$ cat src/rtl/prom_burner_pkg.sv
package prom_burner_pkg;

  typedef enum logic [2:0] {
    S_IDLE,
    S_P1_SETUP,
    S_P1_PULSE,
    S_VERIFY,
    S_REGAP,
    S_P2_PULSE,
    S_FINAL
  } burnState_t;

  // strobes and levels from the control FSM to the datapath
  typedef struct packed {
    logic addrClr;
    logic addrInc;
    logic latchData;
    logic tryClr;
    logic tryInc;
    logic ceLow;
    logic oeLow;
    logic suppRaise;
    logic setPass;
    logic setFail;
    logic clrResult;
    logic doneStb;
  } burnCtl_t;

  // status from the datapath back to the FSM
  typedef struct packed {
    logic lastAddr;
    logic tryMax;
    logic match;
  } burnStat_t;

endpackage

$ cat src/rtl/prom_burner_ctl.sv
module prom_burner_ctl
  import prom_burner_pkg::*;
#(
  parameter int PULSE_CYC  = 12500,
  parameter int ACCESS_CYC = 16
) (
  input  logic      clk,
  input  logic      rstN,
  input  logic      start,
  input  burnStat_t stat,
  output burnCtl_t  ctl
);

  localparam int WAIT_MAX = (PULSE_CYC > ACCESS_CYC) ? PULSE_CYC : ACCESS_CYC;
  localparam int WAIT_W   = $clog2(WAIT_MAX + 1);

  burnState_t state, nextState;
  logic [WAIT_W-1:0] waitCnt;
  logic waitDone, inPulse, restartWait;

  assign inPulse  = (state == S_P1_PULSE) || (state == S_P2_PULSE);
  assign waitDone = inPulse ? (waitCnt == WAIT_W'(PULSE_CYC - 1))
                            : (waitCnt == WAIT_W'(ACCESS_CYC - 1));
  // any change of address or outputs restarts the settle/pulse timer
  assign restartWait = (nextState != state) || ctl.addrInc;

  always_ff @(posedge clk) begin
    if (!rstN) begin
      state   <= S_IDLE;
      waitCnt <= '0;
    end else begin
      state <= nextState;
      if (restartWait)   waitCnt <= '0;
      else if (!waitDone) waitCnt <= waitCnt + 1'b1;
    end
  end

  always_comb begin
    ctl       = '0;
    nextState = state;
    case (state)
      S_IDLE: begin
        if (start) begin
          ctl.addrClr   = 1'b1;
          ctl.tryClr    = 1'b1;
          ctl.clrResult = 1'b1;
          nextState     = S_P1_SETUP;
        end
      end
      S_P1_SETUP: begin
        ctl.suppRaise = 1'b1;
        ctl.latchData = 1'b1;
        if (waitDone) nextState = S_P1_PULSE;
      end
      S_P1_PULSE: begin
        ctl.suppRaise = 1'b1;
        ctl.ceLow     = 1'b1;
        if (waitDone) begin
          if (stat.lastAddr) begin
            ctl.addrClr = 1'b1;
            ctl.tryClr  = 1'b1;
            nextState   = S_VERIFY;
          end else begin
            ctl.addrInc = 1'b1;
            nextState   = S_P1_SETUP;
          end
        end
      end
      S_VERIFY: begin
        ctl.suppRaise = 1'b1;
        ctl.oeLow     = 1'b1;
        if (waitDone) begin
          if (stat.match) begin
            if (stat.lastAddr) begin
              ctl.addrClr = 1'b1;
              nextState   = S_FINAL;
            end else begin
              ctl.addrInc = 1'b1;
              ctl.tryClr  = 1'b1;
            end
          end else if (stat.tryMax) begin
            ctl.setFail = 1'b1;
            ctl.doneStb = 1'b1;
            nextState   = S_IDLE;
          end else begin
            nextState = S_REGAP;
          end
        end
      end
      S_REGAP: begin
        ctl.suppRaise = 1'b1;
        ctl.latchData = 1'b1;
        if (waitDone) begin
          ctl.tryInc = 1'b1;
          nextState  = S_P2_PULSE;
        end
      end
      S_P2_PULSE: begin
        ctl.suppRaise = 1'b1;
        ctl.ceLow     = 1'b1;
        if (waitDone) nextState = S_VERIFY;
      end
      S_FINAL: begin
        ctl.ceLow = 1'b1;
        ctl.oeLow = 1'b1;
        if (waitDone) begin
          if (!stat.match) begin
            ctl.setFail = 1'b1;
            ctl.doneStb = 1'b1;
            nextState   = S_IDLE;
          end else if (stat.lastAddr) begin
            ctl.setPass = 1'b1;
            ctl.doneStb = 1'b1;
            nextState   = S_IDLE;
          end else begin
            ctl.addrInc = 1'b1;
          end
        end
      end
      default: nextState = S_IDLE;
    endcase
  end

  // the timer never runs past its longest window
  p_wait_bound_r4: assert property (@(posedge clk) disable iff (!rstN)
    waitCnt < WAIT_W'(WAIT_MAX));

  // a busy machine never jumps back into the blind pass
  p_no_restart_r9: assert property (@(posedge clk) disable iff (!rstN)
    (state != S_IDLE && state != S_P1_SETUP && state != S_P1_PULSE)
      |=> (state != S_P1_SETUP));

endmodule

$ cat src/rtl/prom_burner_dp.sv
module prom_burner_dp
  import prom_burner_pkg::*;
#(
  parameter int DEPTH     = 16,
  parameter int ADDR_W    = 4,
  parameter int MAX_TRIES = 10
) (
  input  logic              clk,
  input  logic              rstN,
  input  burnCtl_t          ctl,
  input  logic [7:0]        memRdData,
  input  logic [7:0]        srcData,
  output burnStat_t         stat,
  output logic [ADDR_W-1:0] addrQ,
  output logic [7:0]        wrDataQ,
  output logic              ceN,
  output logic              oeN,
  output logic              vppRaise,
  output logic              vccRaise,
  output logic              doneQ,
  output logic              passQ,
  output logic              failQ
);

  localparam int TRY_W = $clog2(MAX_TRIES + 1);
  localparam logic [ADDR_W-1:0] LAST_ADDR = ADDR_W'(DEPTH - 1);

  logic [TRY_W-1:0] tryQ;

  always_ff @(posedge clk) begin
    if (!rstN) begin
      addrQ   <= '0;
      wrDataQ <= '0;
      tryQ    <= '0;
      doneQ   <= 1'b0;
      passQ   <= 1'b0;
      failQ   <= 1'b0;
    end else begin
      if (ctl.addrClr)      addrQ <= '0;
      else if (ctl.addrInc) addrQ <= addrQ + 1'b1;

      if (ctl.latchData) wrDataQ <= srcData;

      if (ctl.tryClr)      tryQ <= '0;
      else if (ctl.tryInc) tryQ <= tryQ + 1'b1;

      if (ctl.clrResult) begin
        passQ <= 1'b0;
        failQ <= 1'b0;
      end else begin
        if (ctl.setPass) passQ <= 1'b1;
        if (ctl.setFail) failQ <= 1'b1;
      end
      doneQ <= ctl.doneStb;
    end
  end

  assign ceN      = ~ctl.ceLow;
  assign oeN      = ~ctl.oeLow;
  assign vppRaise = ctl.suppRaise;
  assign vccRaise = ctl.suppRaise;

  assign stat.lastAddr = (addrQ == LAST_ADDR);
  assign stat.tryMax   = (tryQ == TRY_W'(MAX_TRIES));
  assign stat.match    = (memRdData == srcData);

  // the memory output is off during any program pulse
  p_pulse_oe_high_r3: assert property (@(posedge clk) disable iff (!rstN)
    (!ceN && vppRaise) |-> oeN);

  // address and data hold still across a pulse
  p_pulse_stable_r3: assert property (@(posedge clk) disable iff (!rstN)
    (!ceN && vppRaise && $past(!ceN && vppRaise))
      |-> ($stable(addrQ) && $stable(wrDataQ)));

  // the extra-pulse counter never passes its cap
  p_try_cap_r5: assert property (@(posedge clk) disable iff (!rstN)
    tryQ <= TRY_W'(MAX_TRIES));

  // closing reads happen at nominal supplies only
  p_final_nominal_r7: assert property (@(posedge clk) disable iff (!rstN)
    (!ceN && !oeN) |-> (!vppRaise && !vccRaise));

  // result flags are exclusive and done is a single-cycle strobe
  p_result_excl_r8: assert property (@(posedge clk) disable iff (!rstN)
    !(passQ && failQ));
  p_done_single_r8: assert property (@(posedge clk) disable iff (!rstN)
    doneQ |=> !doneQ);
  p_done_result_r8: assert property (@(posedge clk) disable iff (!rstN)
    doneQ |-> (passQ ^ failQ));

  // once done fires the pins are back in their quiet state
  p_idle_after_done_r1: assert property (@(posedge clk) disable iff (!rstN)
    doneQ |-> (ceN && oeN && !vppRaise));

endmodule

$ cat src/rtl/prom_burner.sv
module prom_burner
  import prom_burner_pkg::*;
#(
  parameter int DEPTH      = 524288,
  parameter int ADDR_W     = $clog2(DEPTH),
  parameter int CLK_HZ     = 125000000,
  parameter int PULSE_US   = 100,
  parameter int ACCESS_CYC = 16,
  parameter int MAX_TRIES  = 10
) (
  input  logic              clk,
  input  logic              rstN,
  input  logic              start,
  output logic [ADDR_W-1:0] memAddr,
  output logic [7:0]        memWrData,
  input  logic [7:0]        memRdData,
  output logic              ceN,
  output logic              oeN,
  output logic              vppRaise,
  output logic              vccRaise,
  output logic [ADDR_W-1:0] srcAddr,
  input  logic [7:0]        srcData,
  output logic              done,
  output logic              pass,
  output logic              fail
);

  localparam int PULSE_CYC = (CLK_HZ / 1000) * PULSE_US / 1000;

  burnCtl_t  ctl;
  burnStat_t stat;
  logic [ADDR_W-1:0] addrQ;

  prom_burner_ctl #(
    .PULSE_CYC (PULSE_CYC),
    .ACCESS_CYC(ACCESS_CYC)
  ) u_ctl (
    .clk  (clk),
    .rstN (rstN),
    .start(start),
    .stat (stat),
    .ctl  (ctl)
  );

  prom_burner_dp #(
    .DEPTH    (DEPTH),
    .ADDR_W   (ADDR_W),
    .MAX_TRIES(MAX_TRIES)
  ) u_dp (
    .clk      (clk),
    .rstN     (rstN),
    .ctl      (ctl),
    .memRdData(memRdData),
    .srcData  (srcData),
    .stat     (stat),
    .addrQ    (addrQ),
    .wrDataQ  (memWrData),
    .ceN      (ceN),
    .oeN      (oeN),
    .vppRaise (vppRaise),
    .vccRaise (vccRaise),
    .doneQ    (done),
    .passQ    (pass),
    .failQ    (fail)
  );

  assign memAddr = addrQ;
  assign srcAddr = addrQ;

endmodule

$ cat config.mk
export PLATFORM = sky130hd
export DESIGN_NAME = prom_burner
export DESIGN_NICKNAME = d
export VERILOG_FILES = /design/src/rtl/prom_burner_pkg.sv /design/src/rtl/prom_burner_ctl.sv /design/src/rtl/prom_burner_dp.sv /design/src/rtl/prom_burner.sv
export SDC_FILE = /design/constraint.sdc
export NUM_CORES = 1
export LEC_CHECK = 0
export BUFFER_PORTS_ARGS = -buffer_cell sky130_fd_sc_hd__buf_2
export CORE_UTILIZATION = 40
export DETAILED_ROUTE_END_ITERATION = 10
export GPL_ROUTABILITY_DRIVEN = 0
export GPL_TIMING_DRIVEN = 0
export PLACE_DENSITY_LB_ADDON = 0.2
export SLEW_MARGIN = 20
export SYNTH_ARGS = -nofsm -noshare
export SYNTH_HDL_FRONTEND = slang
export SYNTH_SLANG_ARGS = --single-unit
export TNS_END_PERCENT = 5
$ cat constraint.sdc
create_clock -name clk -period 2.5 [get_ports clk]
set_input_delay 0.25 -clock clk [delete_from_list [all_inputs] [get_ports clk]]
set_output_delay 0.25 -clock clk [all_outputs]
set_load 0.02 [all_outputs]
==> summary.md <==
| Metric | Value |
|---|---|
| Fin crit share | 0.9967 |
| Power Density | 428.5 nW/um2 |
| Post-Synthesis Cells | 347 |
| Layout Utilization | 0.5200 |
| Startpoint types | flop |
| Max-cap violations | 0 |
| Slew Limit Fails | 0 |
| CP max stage delay | 550 ps |
| Max transition margin | 0.3112 |
| Ant. Diodes | 0 |
| Post-synth EDFFs | 0 |
| Clock Path Buffers | 2 |
| Worst-path cell chain | or4_4 -> nor4_4 -> o21a_1 -> buf_6 -> nand4_4 -> buf_6 -> clkbuf_4 -> o31ai_1 -> a21oi_1 |
| Most used cell, CP | buf_6 |
| Crit Path Max Fanout | 10 |
| Layout net count | 449 |
| Minimum clock period | 2492 ps |
| Syn_area_per_cell | 8.322 um2 |
| Synthesis warning total | 0 |
| Worst Hold Class | in2reg |
| Seq/Total Area, Yosys | 0.3536 |
| Total track usage | 0.1907 |
| Num ports | 72 |
| Wire length per cell | 13.50 um |
| DRT antenna net count | 0 |
| DRC Markers | 0 |
| Unrepaired setup endpoints after global routing | yes |
| Layout area overhead | 23.70% |
| Die height | 86.97 um |
| Required @ worst endpoint | 2680 ps |
| H-tree Lvls | 2 |
| Hold_buf cts | 0 |
| CTS Buf Count | 5 |
| Grt ovf | 0 |
| Top cells by area in the synthesized netlist | dfxtp_1, buf_4, xnor2_1 |
| Hold_ws | 229.6 ps |
| Worst Tran Pin Value | 1033 ps |
| Biggest area consumer among synthesized cells | dfxtp_1 |
| Clock root buffer | clkbuf_8 |
| Peak VDD IR | 0.0002487 V |
| Vias in the first global route | 2572 |
| Std cell rows | 30 |
| Die width | 86.97 um |
| Core area | 6869 um2 |
| DR vias | 2831 |
| Largest net degree at the start of global routing | 16 |
| Clock slew at reported path FFs | 90 ps |
| Unique masters post-synth | 54 |
| Fillers | 658 |
| CP Class | reg2reg |
| CTS tree | built |
| Critical Path AT | 2680 ps |
| Detailed Route Iter0 Violations | 104 |
| CTS sink cnt | 51 |
| Vias/cell | 5.423 |
| Outcome | complete, no violations |
| First drt pass iteration count | 4 |
| Peak Freq | 401.3 MHz |
| First-pass GRT wire length | 11570 um |
| Design Power | 1531 uW |
| Top FF cell, synth | dfxtp_1 |
| Synth top area share | 0.3536 |
| Initial Util | 0.4204 |
| Async SR Flop Fraction | 0 |
| Hold Vio Cnt, Final | 0 |
| Crit path capture type | flop |
| Die footprint | 7563 um2 |
| Worst skew pair latency | 300 ps |
| HPWL after DPL | 5124 um |
| Skew final | 2.643 ps |
| Post-Syn Nets | 370 |
| Fraction of layout cells with a size suffix above 1 | 0.3192 |
| Lkg Pwr | 0.001423 uW |
| Slowest stage cell, crit path | or4_4 |
| Final setup viols | 0 |
| DRT Wirelength | 7048 um |
| Mapped Area | 2888 um2 |
| Synthesized flop and latch total | 51 |
| Initial antenna violation count | 0 |
| IO Port Bufs | 70 |
## metal layers
layer	GRT usage	vias to the layer above	share of wire	routed length (um)
li1	-	1401	-	-
met1	0.2556	1340	0.49	3419
met2	0.3150	86	0.46	3248
met3	0.03602	4	0.047	329
met4	0.04848	0	0.0072	51
met5	0	-	0	0
## state kept, by name, indices dropped and copies added (netlist names)
signal	count
u_dp.wrDataQ	8
u_ctl.waitCnt	14
u_ctl.state	3
u_dp.passQ	1
u_dp.doneQ	1
u_dp.addrQ	19
u_dp.tryQ	4
u_dp.failQ	1
## path summary, 6_finish.rpt
path                            slack, ps                           from  depth (start not counted)                           end
worst max-delay path                    8  u_ctl.waitCnt[4]$_SDFFE_PP0P_                          9    u_dp.addrQ[6]$_SDFFE_PP0P_
worst min-delay path                  230                     srcData[5]                          3  u_dp.wrDataQ[5]$_SDFFE_PN0P_
worst max register to register          8  u_ctl.waitCnt[4]$_SDFFE_PP0P_                          9    u_dp.addrQ[6]$_SDFFE_PP0P_
worst min register to register        490        u_dp.failQ$_SDFFE_PP0P_                          2       u_dp.failQ$_SDFFE_PP0P_
## stage by stage
stage                     setup WS, ps  setup TNS (ps)  std cells  area [um2]
after global placement          -353.3           -8548        513        3358
final                            8.167               0        522        3572
after global routing            -89.04          -536.6        522        3572
after floorplan                  13.30               0        347        2888
after CTS                       -57.32          -57.32        523        3546
after detailed placement        -393.3           -9922        513        3358
## kinds of logic after synthesis
kind of cell,Yosys count,share of synthesized area
AO/OA/AOI/OAI,70,0.1542
XOR/XNOR,24,0.07279
adder cells (fa/ha/maj),4,0.01733
buffers and inverters,42,0.08536
flip-flops,51,0.3536
multiplexers,9,0.03120
AND/OR/NAND/NOR,147,0.2855
## synth_stat cells (2+ instances only)
| library cell | n |
|---|---|
| dfxtp_1 | 51 |
| nor2_1 | 34 |
| a21oi_1 | 25 |
| nand3_1 | 23 |
| nand2_1 | 22 |
| buf_4 | 21 |
| xnor2_1 | 15 |
| o21ai_0 | 13 |
| nand4_1 | 11 |
| or4_1 | 10 |
| clkbuf_1 | 9 |
| mux2i_1 | 9 |
| nor2b_1 | 9 |
| o31ai_1 | 9 |
| xor2_1 | 9 |
| inv_1 | 7 |
| and3_1 | 6 |
| or3_1 | 6 |
| nor3_1 | 5 |
| a31o_2 | 4 |
| ha_1 | 4 |
| and4_1 | 3 |
| o211ai_1 | 3 |
| a22o_1 | 2 |
| buf_1 | 2 |
| buf_2 | 2 |
| nand3b_1 | 2 |
| nor3b_1 | 2 |
| nor4_1 | 2 |
| o21a_1 | 2 |
| or2_2 | 2 |
## timing repair
action | 4_1_cts | 5_1_grt
buffers inserted | 2 | 0
pin swaps | 2 | 2
gates resized for setup | 15 | 18
setup endpoints to repair | 37 | 34
cloned | 1 | 0
## worst max-delay path, delay by kind of cell, from the launching register on
family / cells / cell delay, ps
AND/OR/NAND/NOR: 3 / 1030
buffers and inverters: 3 / 510
AO/OA/AOI/OAI: 3 / 470
flip-flops: 1 / 360
## report_power, final
group	internal [uW]	switching [uW]	leakage, uW	total (uW)
logic	55.1	74.6	0.000956	130
clock network	293	275	0.0000502	568
registers	823	10.0	0.000417	833
total	1170	359	0.00142	1530
## placed cells by master, fill, tap and decap left out, drive strengths merged, types with 2 or more instances in the layout
| cell type | instances |
|---|---|
| buf | 98 |
| dfxtp | 51 |
| nor2 | 34 |
| a21oi | 25 |
| nand3 | 23 |
| nand2 | 22 |
| xnor2 | 15 |
| o21ai | 15 |
| clkbuf | 14 |
| nand4 | 12 |
| or4 | 11 |
| mux2i | 9 |
| nor2b | 9 |
| xor2 | 9 |
| o31ai | 9 |
| inv | 7 |
| and3 | 6 |
| or3 | 6 |
| nor3 | 6 |
| a31o | 4 |
| ha | 4 |
| o211ai | 3 |
| and4 | 3 |
| nor4 | 3 |
| or2 | 2 |
| nand3b | 2 |
| o21a | 2 |
| a22o | 2 |
| nor3b | 2 |
| or4b | 2 |
## cell type report
| cell class | count | area, um2 | share of cell area |
|---|---|---|---|
| repair buffers | 73 | 374.1 | 0.1047 |
| clock inverters | 2 | 37.54 | 0.01051 |
| multi-input cells | 254 | 1683 | 0.4711 |
| flip-flops and latches | 51 | 1033 | 0.2893 |
| inverters | 7 | 26.28 | 0.007356 |
| clock buffers | 5 | 68.82 | 0.01926 |
| well taps | 96 | 120.1 | 0.03363 |
| plain buffers | 34 | 229.0 | 0.06410 |
(Power assumes the default switching activity.)
